<file path="src/rtl/pws_pkg.sv">
package pws_pkg;
  localparam int KDIM  = 3;
  localparam int KTAPS = KDIM * KDIM;

  // Row-major position of a neighbour in a flattened window.
  function automatic int tap(input int row, input int col);
    return row * KDIM + col;
  endfunction
endpackage

</file>
<file path="src/rtl/pws_group_chain.sv">
// Delay chain of pixel groups: two image rows plus three groups.
// Exposes, for each of three rows, the centre group and the edge pixels
// of the groups to its left and right.
module pws_group_chain import pws_pkg::*; #(
  parameter int P     = 4,
  parameter int PIX_W = 8,
  parameter int G     = 4
) (
  input  logic clk,
  input  logic rst,
  input  logic shift,
  input  logic [P-1:0][PIX_W-1:0] din,
  output logic [KDIM-1:0][P-1:0][PIX_W-1:0] row_c,
  output logic [KDIM-1:0][PIX_W-1:0] row_l,
  output logic [KDIM-1:0][PIX_W-1:0] row_r
);
  localparam int DEPTH = (KDIM - 1) * G + KDIM;

  logic [P-1:0][PIX_W-1:0] stage [DEPTH];

  always_ff @(posedge clk) begin
    if (rst) begin
      for (int s = 0; s < DEPTH; s++) stage[s] <= '0;
    end else if (shift) begin
      stage[0] <= din;
      for (int s = 1; s < DEPTH; s++) stage[s] <= stage[s-1];
    end
  end

  // Row 0 is the oldest (top) row, row KDIM-1 the newest (bottom).
  for (genvar r = 0; r < KDIM; r++) begin : g_tap
    localparam int B = (KDIM - 1 - r) * G;
    assign row_r[r] = stage[B][0];
    assign row_c[r] = stage[B+1];
    assign row_l[r] = stage[B+2][P-1];
  end
endmodule

</file>
<file path="src/rtl/pws_row_extend.sv">
// Widens one row's centre group by one pixel on each side, replicating
// the edge pixel when the group touches the image border.
module pws_row_extend #(
  parameter int P     = 4,
  parameter int PIX_W = 8
) (
  input  logic first_col,
  input  logic last_col,
  input  logic [P-1:0][PIX_W-1:0] grp,
  input  logic [PIX_W-1:0] left_px,
  input  logic [PIX_W-1:0] right_px,
  output logic [P+1:0][PIX_W-1:0] ext
);
  assign ext[0]   = first_col ? grp[0]   : left_px;
  assign ext[P+1] = last_col  ? grp[P-1] : right_px;
  for (genvar i = 0; i < P; i++) begin : g_mid
    assign ext[i+1] = grp[i];
  end
endmodule

</file>
<file path="src/rtl/pws_sobel_lane.sv">
// One kernel instance: saturated Sobel gradient magnitude.
module pws_sobel_lane import pws_pkg::*; #(
  parameter int PIX_W = 8
) (
  input  logic [KTAPS-1:0][PIX_W-1:0] nb,
  output logic [PIX_W-1:0] mag
);
  localparam int SW = PIX_W + 3;
  localparam logic [SW-1:0] MAXV = SW'((1 << PIX_W) - 1);

  function automatic logic [SW-1:0] zx(input logic [PIX_W-1:0] v);
    return {3'b000, v};
  endfunction

  logic [SW-1:0] xp, xn, yp, yn, ax, ay, sum;
  logic signed [SW-1:0] gx, gy;

  always_comb begin
    xp = zx(nb[tap(0,2)]) + (zx(nb[tap(1,2)]) << 1) + zx(nb[tap(2,2)]);
    xn = zx(nb[tap(0,0)]) + (zx(nb[tap(1,0)]) << 1) + zx(nb[tap(2,0)]);
    yp = zx(nb[tap(2,0)]) + (zx(nb[tap(2,1)]) << 1) + zx(nb[tap(2,2)]);
    yn = zx(nb[tap(0,0)]) + (zx(nb[tap(0,1)]) << 1) + zx(nb[tap(0,2)]);
    gx = $signed(xp - xn);
    gy = $signed(yp - yn);
    ax = gx[SW-1] ? $unsigned(-gx) : $unsigned(gx);
    ay = gy[SW-1] ? $unsigned(-gy) : $unsigned(gy);
    sum = ax + ay;
    mag = (sum > MAXV) ? MAXV[PIX_W-1:0] : sum[PIX_W-1:0];
  end
endmodule

</file>
<file path="src/rtl/par_window_sobel.sv">
module par_window_sobel import pws_pkg::*; #(
  parameter int P      = 4,
  parameter int PIX_W  = 8,
  parameter int WIDTH  = 16,
  parameter int HEIGHT = 6
) (
  input  logic clk,
  input  logic rst,
  input  logic in_valid,
  output logic in_ready,
  input  logic in_sof,
  input  logic [P*PIX_W-1:0] in_data,
  output logic out_valid,
  input  logic out_ready,
  output logic out_sof,
  output logic out_eol,
  output logic [P*PIX_W-1:0] out_data
);
  localparam int G    = WIDTH / P;
  localparam int N    = G * HEIGHT;
  localparam int LAST = N + G + 1;
  localparam int PCW  = $clog2(LAST + 1);
  localparam int CCW  = $clog2(G + 1);
  localparam int RCW  = $clog2(HEIGHT + 1);
  localparam logic [PCW-1:0] N_C    = PCW'(N);
  localparam logic [PCW-1:0] LAST_C = PCW'(LAST);
  localparam logic [PCW-1:0] FILL_C = PCW'(G + 2);
  localparam logic [CCW-1:0] GL_C   = CCW'(G - 1);
  localparam logic [RCW-1:0] HL_C   = RCW'(HEIGHT - 1);

  // Groups pushed into the chain in this frame; the window centre lags by G+2.
  logic [PCW-1:0] pushed;
  logic [CCW-1:0] ccol;
  logic [RCW-1:0] crow;
  logic hold, draining, step, restart, cap_valid, last_step;
  logic first_col, last_col, first_row, last_row;

  assign hold      = out_valid & ~out_ready;
  assign draining  = (pushed >= N_C);
  assign in_ready  = ~hold & ~draining;
  assign step      = ~hold & (draining | in_valid);
  assign restart   = in_valid & in_ready & in_sof;
  assign cap_valid = (pushed >= FILL_C);
  assign last_step = (pushed == LAST_C);
  assign first_col = (ccol == '0);
  assign last_col  = (ccol == GL_C);
  assign first_row = (crow == '0);
  assign last_row  = (crow == HL_C);

  logic [P-1:0][PIX_W-1:0] din;
  assign din = draining ? '0 : in_data;

  logic [KDIM-1:0][P-1:0][PIX_W-1:0] tap_c, sel_c;
  logic [KDIM-1:0][PIX_W-1:0] tap_l, tap_r, sel_l, sel_r;

  pws_group_chain #(.P(P), .PIX_W(PIX_W), .G(G)) u_chain (
    .clk(clk), .rst(rst), .shift(step), .din(din),
    .row_c(tap_c), .row_l(tap_l), .row_r(tap_r)
  );

  // Vertical replication: top and bottom rows fall back to the centre row.
  always_comb begin
    sel_c[1] = tap_c[1];
    sel_l[1] = tap_l[1];
    sel_r[1] = tap_r[1];
    sel_c[0] = first_row ? tap_c[1] : tap_c[0];
    sel_l[0] = first_row ? tap_l[1] : tap_l[0];
    sel_r[0] = first_row ? tap_r[1] : tap_r[0];
    sel_c[2] = last_row  ? tap_c[1] : tap_c[2];
    sel_l[2] = last_row  ? tap_l[1] : tap_l[2];
    sel_r[2] = last_row  ? tap_r[1] : tap_r[2];
  end

  logic [KDIM-1:0][P+1:0][PIX_W-1:0] ext;

  for (genvar r = 0; r < KDIM; r++) begin : g_row
    pws_row_extend #(.P(P), .PIX_W(PIX_W)) u_ext (
      .first_col(first_col), .last_col(last_col),
      .grp(sel_c[r]), .left_px(sel_l[r]), .right_px(sel_r[r]),
      .ext(ext[r])
    );
  end

  logic [P-1:0][PIX_W-1:0] lane_mag;

  for (genvar i = 0; i < P; i++) begin : g_lane
    logic [KTAPS-1:0][PIX_W-1:0] nb;
    for (genvar r = 0; r < KDIM; r++) begin : g_nr
      for (genvar k = 0; k < KDIM; k++) begin : g_nk
        assign nb[r*KDIM + k] = ext[r][i+k];
      end
    end
    pws_sobel_lane #(.PIX_W(PIX_W)) u_kernel (.nb(nb), .mag(lane_mag[i]));
  end

  always_ff @(posedge clk) begin
    if (rst) begin
      pushed    <= '0;
      ccol      <= '0;
      crow      <= '0;
      out_valid <= 1'b0;
      out_sof   <= 1'b0;
      out_eol   <= 1'b0;
      out_data  <= '0;
    end else if (step) begin
      if (restart) begin
        pushed    <= PCW'(1);
        ccol      <= '0;
        crow      <= '0;
        out_valid <= 1'b0;
        out_sof   <= 1'b0;
        out_eol   <= 1'b0;
      end else begin
        pushed    <= last_step ? '0 : pushed + PCW'(1);
        out_valid <= cap_valid;
        out_sof   <= cap_valid & first_row & first_col;
        out_eol   <= cap_valid & last_col;
        if (cap_valid) begin
          out_data <= lane_mag;
          if (last_col) begin
            ccol <= '0;
            crow <= last_row ? '0 : crow + RCW'(1);
          end else begin
            ccol <= ccol + CCW'(1);
          end
        end
      end
    end else if (out_ready) begin
      out_valid <= 1'b0;
      out_sof   <= 1'b0;
      out_eol   <= 1'b0;
    end
  end
endmodule

</file>
<file path="config.mk">
export PLATFORM = sky130hd
export DESIGN_NAME = par_window_sobel
export DESIGN_NICKNAME = d
export VERILOG_FILES = /design/src/rtl/pws_pkg.sv /design/src/rtl/pws_group_chain.sv /design/src/rtl/pws_row_extend.sv /design/src/rtl/pws_sobel_lane.sv /design/src/rtl/par_window_sobel.sv
export SDC_FILE = /design/constraint.sdc
export NUM_CORES = 1
export LEC_CHECK = 0
export BUFFER_PORTS_ARGS = -buffer_cell sky130_fd_sc_hd__buf_2
export CAP_MARGIN = 5
export CORE_MARGIN = 2
export CORE_UTILIZATION = 41
export CTS_BUF_LIST = sky130_fd_sc_hd__clkbuf_8
export DETAILED_ROUTE_END_ITERATION = 10
export GPL_TIMING_DRIVEN = 0
export PLACE_DENSITY_LB_ADDON = 0.08
export SLEW_MARGIN = 5
export SYNTH_ARGS = -nofsm -noshare
export SYNTH_HDL_FRONTEND = slang
export SYNTH_HIERARCHICAL = 1
export SYNTH_SLANG_ARGS = --single-unit
export TNS_END_PERCENT = 30
</file>
<file path="constraint.sdc">
create_clock -name clk -period 14.2 [get_ports clk]
set_clock_uncertainty 0.05 [all_clocks]
set_input_delay 0.71 -clock clk [delete_from_list [all_inputs] [get_ports clk]]
set_output_delay 0.71 -clock clk [all_outputs]
set_load 0.02 [all_outputs]
</file>
==> reports/summary.txt, run 1 <==
htree depth - 3
Post-synth EDFFs - 328
Post-Synth XOR/XNOR Area - 3.50%
fin crit period - 8.79 ns
final slew viol count - 0
leading area contributor after synthesis - edfxtp_1
final setup TNS - 0 ns
die area - 0.0795 mm2
Main synth FF type - edfxtp_1
routed wire length - 86200 um
DP HPWL - 70300 um
GPL Wtd Cong - 0.918
adder and majority gate portion of the synthesized area - 21.8%
Initial Util - 41.6%
busiest grt layer - met2
later-pin clock latency in the skew report - 0.69 ns
Worst Hold Launch - out_ready
via count - 20.7k
CTS tree - built
initial antenna violation count - 6
worst path required time - 14.70 ns
# fillers - 7207
R2R cell count - 30
drt first pass iters - 7
hold_buf cts - 0
cts repair resizes - 0
Die W - 282 um
post-synthesis compound-gate area fraction - 6.99%
f_max - 114 MHz
Simple-Gate Fraction of Synth Area - 16.4%
Worst setup SP type - flop
synth warn - 6
critical path fanouts, max - 10
post-synthesis cell area - 0.0317 mm2
Tot GR Track Use - 22.2%
P&R area growth vs syn - 9.95%
number of synthesized register bits - 374
Core Rows - 101
endpoints failing hold - 0
HP Class - input port to flop
slew of the pin with the lowest slew margin - 0.995 ns
Clock transition at path regs - 0.06 ns
die height - 282 um
IO Port Bufs - 71
Residual DRC - 0
Slowest-stage cell, CP - fa_1
Vias/cell - 5.00
worst r2r src - crow[2]
hold path cells - 3
multiplexer area fraction after synthesis - 5.93%
ANT nets after route - 0
register area share after synthesis - 34.0%
endpoints failing setup - 0
Max stage delay on crit path - 0.55 ns
clock sink total - 374
Core Area - 0.0762 mm2
largest net degree at the start of global routing - 63
WHS Endpoint - out_sof
IO Pins - 73
final worst-path cycle share - 61.9%
Clock Path Buffers - 3
CTS Root Cell - clkbuf_8
Setup Fix Bufs, Post-CTS - 0
Yosys cell types - 97
Worst Path Arrival - 9.29 ns
M2 GR Usage - 38.1%
wire length per cell - 20.8 um
Num CTS Buffers - 70
vias in the first global route - 21.8k
met1 Usage GRT - 29.0%
first-pass GRT wire length - 130000 um
Synth Instances - 2906
R2R setup slack - 5.41 ns
DRT iter0 DRCs - 1205
share of cells above drive strength 1 - 19.4%
FF-to-FF End - out_data[28]
RSZ-0062 raised after global routing - no
GR Overflow Total - 0
Max Cap Viol - 0
Synth area leaders - edfxtp_1, fa_1, and3b_1, inv_1, ha_1
# nets final - 3493
Slew HR - 33.7%
Setup Crit Path Kind - flop to flop
Critical Path End Type - flop
Net Count, Synth - 3344
outcome - completed
Post-Syn Area per Cell - 10.9 um2
M3 GR Usage - 3.45%
Crit path top cell by count - fa_1
largest family of logic cells by synthesized area - adder cells
Async SR Flop Fraction - 0%
post-synth top area share - 31.1%
-- worst max-delay path: cells and delay by family, from the launching register on --
kind	cells	cell delay, ns
multiplexers	3	1.08
adder cells (fa/ha/maj)	5	2.34
AND/OR/NAND/NOR	6	1.46
AO/OA/AOI/OAI	11	2.46
buffers and inverters	5	0.97
flip-flops	1	0.33
-- synthesized netlist by cell type, types with 7 or more instances --
cell type	count
xor2_1	41
and3_1	16
ha_1	149
a21oi_1	89
o21ai_0	53
a211oi_1	10
fa_1	252
or3_1	16
nor2b_1	29
and3b_1	321
o31ai_1	9
clkbuf_1	19
edfxtp_1	328
o21bai_1	10
nand3_1	33
mux2_2	102
nor3_1	18
a31oi_1	11
nand4_1	7
xnor2_1	81
nor2_1	91
nand2_1	113
inv_1	515
buf_4	140
mux2_4	48
a21o_1	17
buf_6	14
and2_1	39
dfxtp_1	46
buf_2	75
o21a_1	18
nand3b_1	10
nand2b_1	26
o211ai_1	12
o21ai_1	9
-- worst max-delay path by stage --
stage          slack [ns]  cells after the start    start            to
2_1_floorplan        6.87                     30  crow[2]  out_data[27]
3_3_place_gp         5.68                     30  crow[2]  out_data[28]
3_5_place_dp         5.52                     30  crow[2]  out_data[28]
4_1_cts              5.53                     30  crow[2]  out_data[28]
5_1_grt              4.95                     30  crow[2]  out_data[28]
6_report             5.41                     30  crow[2]  out_data[28]
-- routing by layer --
metal  wire [um]  vias to the layer above  share of wire [%]
li1            -                     9940                  -
met1       38300                    10300                 44
met2       41800                      373                 48
met3        3990                       96                4.6
met4        2090                        0                2.4
met5           0                        -                  0
-- kinds of logic after synthesis --
logic type	Yosys count
simple gates	771
buf+inv	765
fa+ha+maj	401
flops	374
compound gates	320
mux	151
xor+xnor	124
-- placed cells by master, fill, tap and decap left out, types with 10 or more instances in the layout --
cell type and instances:
nor3_1 18, or3_1 16, a31oi_1 11, mux2_4 48, xnor2_1 81, edfxtp_1 328
clkbuf_1 19, clkinv_1 21, nand2_1 113, buf_6 14, o21a_1 18, dfxtp_1 46
o211ai_1 12, nand2b_1 26, buf_2 146, clkbuf_8 71, nand3b_1 10, nor2b_1 29
o21bai_1 10, nand3_1 33, mux2_2 102, ha_1 149, a21oi_1 89, inv_1 534
and2_1 39, fa_1 252, and3b_1 321, a21o_1 17, buf_4 140, xor2_1 41
and3_1 16, a211oi_1 10, o21ai_0 53, nor2_1 91
-- sequential cells by signal, summed over array words and instances, names as in the netlist --
name / cells
u_chain/stage: 328
out_data: 32
pushed: 5
ccol: 3
crow: 3
out_eol: 1
out_sof: 1
out_valid: 1
-- through the flow --
stage          area, um2  setup slack, ns  instances  utilization [%]  hold slack, ns
4_1_cts            34800             5.53       4140             45.7           0.213
6_report           34800             5.41       4142             45.7           0.286
3_3_place_gp       33300             5.68       4007             43.7           0.390
3_5_place_dp       33500             5.52       4013             43.9           0.394
2_1_floorplan      31700             6.87       2906                -           0.413
5_1_grt            34800             4.95       4141             45.7           0.263
-- cell type report --
cell class,count,area (um2),area share (%)
inverters,517,1940,5.57
diodes,2,5.00,0.0144
well taps,1030,1290,3.70
flip-flops and latches,374,10800,30.9
clock inverters,56,374,1.07
multi-input cells,1767,17300,49.7
plain buffers,248,1660,4.75
clock buffers,71,977,2.81
repair buffers,77,505,1.45
Power of run 1 is left out: the tool's default activity adds up to more than one toggle a clock period on the data nets, which glitch-free logic cannot reach.
==> run 2, diff against run 1 <==
Settings changed: ABC_AREA set to 1.
Clock period 14.2 ns to 9.1 ns, I/O delays scaled along.
==> run 2 against run 1 <==
Die area rose by 4.0%; sequential cell count unchanged; highest routed layer is now met5; global-route usage down 1.5 points; via count up 15%; hold slack got worse by 0.15 ns.
==> reports/summary.txt, run 2 <==
slew of the pin with the lowest slew margin - 0.782 ns
Largest regs - u_chain/stage (328), out_data (32), pushed (5)
initial antenna violation count - 7
hold_buf cts - 1
final worst-path cycle share - 83.3%
P&R area growth vs syn - 9.29%
wire length per cell - 15.5 um
Synth Instances - 4104
max reg flops - 328
Slew HR - 47.9%
share of cells above drive strength 1 - 13.9%
Post-Syn Area per Cell - 8.03 um2
Async SR Flop Fraction - 0%
GPL Wtd Cong - 1.00
Placed Cells - 5231
die height - 288 um
Setup Crit Path Kind - flop to flop
Final Non-Filler Cells - 5353
final setup TNS - 0 ns
Net Count, Synth - 4542
GR Overflow Total - 0
Residual DRC - 0
most frequent cells in the layout - inv_1, nand2_1, nor2_1
htree depth - 3
endpoints failing setup - 0
Vias/cell - 4.44
hold path cells - 5
Yosys cell types - 49
R2R cell count - 35
DR WL met2 - 39100 um
Hold WS - 0.134 ns
f_max - 132 MHz
# nets final - 4690
DRT iter0 DRCs - 1325
fin crit period - 7.58 ns
final slew viol count - 0
post-synthesis cell area - 0.0330 mm2
Critical Path End Type - flop
Reg with most FFs - u_chain/stage
register area share after synthesis - 32.7%
Max stage delay on crit path - 0.52 ns
later-pin clock latency in the skew report - 0.66 ns
critical path fanouts, max - 10
Core Area - 0.0793 mm2
number of synthesized register bits - 374
RSZ-0062 raised after global routing - no
Main synth FF type - edfxtp_1
worst path required time - 9.57 ns
Clock Path Buffers - 3
first-pass GRT wire length - 130000 um
CTS Root Cell - clkbuf_8
CTS tree - built
Post-synth EDFFs - 328
IO Pins - 73
DR WL met3 - 3280 um
die area - 0.0827 mm2
Crit path top cell by count - inv_1
Worst Path Arrival - 8.05 ns
clock sink total - 374
vias in the first global route - 23.4k
largest net degree at the start of global routing - 63
cts repair resizes - 0
IO Port Bufs - 72
Core Rows - 103
routed wire length - 83200 um
outcome - completed
Slowest-stage cell, CP - fa_1
endpoints failing hold - 0
leading area contributor after synthesis - edfxtp_1
Setup Fix Bufs, Post-CTS - 0
Synth top cells by count - inv_1, nand2_1, nor2_1
Worst setup SP type - flop
HP Class - input port to flop
ANT nets after route - 0
via count - 23.7k
DP HPWL - 70300 um
drt first pass iters - 5
Tot GR Track Use - 20.7%
Clock transition at path regs - 0.06 ns
Synth area leaders - edfxtp_1, fa_1, inv_1, nand2_1, ha_1
synth warn - 6
post-synth top area share - 29.9%
uppermost routed layer - met5
Max Cap Viol - 0
commonest non-fill, non-tap cell in the layout - inv_1
most frequent cell after synthesis - inv_1
Initial Util - 41.6%
Die W - 288 um
Num CTS Buffers - 68
Metal-1 WL - 38600 um
-- run 2: cell count changes after synthesis, sizes merged, moves of 62 or more --
cell	delta
and3b	-321
inv	+671
mux2	-150
nand2	+716
nand3	+131
nor2	+422
xnor2	-62
-- run 2: cells by family (layout without fill, tap and decap cells) --
kind of cell               count (synthesis)  after routing  synth area share (%)
and+or+nand+nor                         1575           1575                  20.9
buffers and inverters                   1404           1602                  18.6
adders and majority gates                401            401                  21.0
DFF                                      374            374                  32.7
AOI/OAI and AO/OA                        256            256                  4.35
xor gates and xnor gates                  94             94                  2.50
other                                      0              1                     0
-- run 2: final cells by class --
class | count | area (um2)
fillers | 8027 | 43200
clock buffers | 70 | 963
diodes | 1 | 2.50
well taps | 1050 | 1310
plain buffers | 211 | 1660
clock inverters | 50 | 273
inverters | 1193 | 4480
flip-flops and latches | 374 | 10800
multi-input cells | 2326 | 16100
repair buffers | 78 | 508
-- run 2: routing by layer --
metal	GRT usage [%]	vias to the layer above
met3	2.78	128
met4	6.05	2
li1	-	12300
met5	0	-
met2	34.9	442
met1	27.7	10900
-- run 2: stage by stage --
step | area, um2 | setup WS [ns] | util [%]
after floorplan | 33000 | 3.15 | -
after global placement | 34600 | 1.59 | 43.7
after detailed placement | 34800 | 1.58 | 43.9
after CTS | 36000 | 1.54 | 45.5
after global routing | 36000 | 0.919 | 45.5
final | 36000 | 1.52 | 45.5
-- run 2: worst paths after layout --
| kind | start | to | slack (ns) |
|---|---|---|---|
| worst min-delay path | in_data[8] | u_chain/stage[0][8] | 0.13 |
| worst max-delay path | crow[1] | out_data[29] | 1.52 |
| worst max register to register | crow[1] | out_data[29] | 1.52 |
| worst min register to register | out_data[11] | out_data[11] | 0.41 |
-- run 2: critical path: cells and delay by family, from the launching register on --
kind,cells,cell delay (ns)
flops,1,0.35
buf+inv,9,1.21
simple gates,14,2.24
compound gates,4,1.01
fa+ha+maj,6,2.36
xor+xnor,2,0.21
Power of run 2 is left out for the same reason.
==> run 3, diff against run 2 <==
Settings changed: ABC_AREA 1 to 0.
Clock period 9.1 ns to 7.5 ns, I/O delays scaled along.
==> run 3 against run 2 <==
Hold slack got worse by 0.072 ns; register-to-register slack got worse by 1.3 ns; global-route usage grew 1.6 points; cell count shrank 22%; count of clock-buffer cells in the layout increased by 1; worst setup slack worse by 1.3 ns; utilization grew 1.2 points; fmax grew 4.2%; wire length rose by 4.8%; sequential share of layout area grew 0.39 points; design area fell by 1.3%; first-iteration DRC count down 6.3%.
==> reports/summary.txt, run 3 (synthesis results as in run 1) <==
outcome - completed
max reg flops - 328
P&R area growth vs syn - 12.3%
Tot GR Track Use - 22.3%
Residual DRC - 0
vias in the first global route - 22.0k
Vias/cell - 5.00
clock sink total - 374
HP Class - input port to flop
Initial Util - 41.6%
Core Area - 0.0762 mm2
critical path fanouts, max - 10
wire length per cell - 20.9 um
Crit path max-delay family - adder cells
CTS Root Cell - clkbuf_8
most frequent cells in the layout - inv_1, edfxtp_1, and3b_1
# nets final - 3522
GPL Wtd Cong - 0.918
Slew HR - 34.6%
post-route cell area - 0.0356 mm2
CTS tree - built
slew of the pin with the lowest slew margin - 0.980 ns
DP HPWL - 70300 um
Core Rows - 101
register area - 0.0108 mm2
f_max - 137 MHz
endpoints failing setup - 0
Worst Path Arrival - 7.75 ns
ANT nets after route - 0
# fillers - 7159
htree depth - 3
Clock transition at path regs - 0.05 ns
initial antenna violation count - 6
drt first pass iters - 6
first-pass GRT wire length - 131000 um
routed wire length - 87200 um
endpoints failing hold - 0
area of the multi-input gates - 0.0178 mm2
final slew viol count - 0
commonest non-fill, non-tap cell in the layout - inv_1
Max stage delay on crit path - 0.58 ns
Die W - 282 um
Setup Crit Path Kind - flop to flop
Critical Path End Type - flop
die height - 282 um
later-pin clock latency in the skew report - 0.68 ns
Slowest-stage cell, CP - fa_1
WP buf/inv - 7
Clock Path Buffers - 3
DRT iter0 DRCs - 1242
final worst-path cycle share - 97.0%
IO Pins - 73
GR Overflow Total - 0
Num CTS Buffers - 70
largest net degree at the start of global routing - 63
Largest regs - u_chain/stage (328), out_data (32), pushed (5)
Reg with most FFs - u_chain/stage
Worst setup SP type - flop
die area - 0.0795 mm2
worst path required time - 7.98 ns
via count - 20.9k
Area after DPL - 0.0335 mm2
IO Port Bufs - 71
fin crit period - 7.27 ns
share of cells above drive strength 1 - 22.5%
Max Cap Viol - 0
==> run 3: cell type report <==
type | instances | area share [%]
tap | 1030 | 3.62
sequential | 374 | 30.3
multi-input combinational | 1768 | 49.9
clock inverter | 56 | 1.05
antenna | 2 | 0.0141
buffer | 245 | 4.81
clock buffer | 71 | 2.75
timing repair buffer | 108 | 2.12
inverter | 517 | 5.45
==> run 3: what timing repair did <==
item                                    4_1_cts  5_1_grt
buffers inserted                             19        8
gates resized for setup                      50       75
hold buffers                                  3        0
pin swaps                                    18       24
gates cloned                                  1        1
endpoints found under the setup margin       32       32
hold endpoints to repair                      5        0
==> run 3: worst paths after layout <==
path | from | to | slack (ns) | cells after the start
worst min register to register | out_data[15] | out_data[15] | 0.40 | 2
worst max register to register | crow[2] | out_data[11] | 0.23 | 31
worst min-delay path | in_data[10] | u_chain/stage[0][10] | 0.06 | 3
worst max-delay path | crow[2] | out_data[11] | 0.23 | 31
==> run 3: stage by stage <==
stage	std cells	TNS, ns	util, %	setup WS (ns)	hold slack, ns
after floorplan	2906	0	-	0.171	0.413
after global placement	4007	-70.79	43.7	-1.02	0.390
after detailed placement	4013	-21.14	43.9	-1.18	0.394
after CTS	4160	0	46.2	0.00168	0.000508
after global routing	4170	-0.233	46.7	-0.0429	0.0384
final	4171	0	46.7	0.226	0.0617
==> run 3: layer usage <==
metal,up-vias,track usage [%],share of wire [%]
met2,350,38.1,49
met3,96,3.54,4.2
met5,-,0,0
met4,0,6.72,2.7
met1,10400,29.1,44
li1,9996,-,-
==> run 3: worst register-to-register path, delay by kind of cell, from the launching register on <==
family / cells / cell delay (ns)
AND/OR/NAND/NOR: 7 / 1.36
buffers and inverters: 7 / 0.85
adder cells (fa/ha/maj): 5 / 2.18
multiplexers: 2 / 0.66
AO/OA/AOI/OAI: 10 / 1.69
flip-flops: 1 / 0.34
Power of run 3 is left out for the same reason.
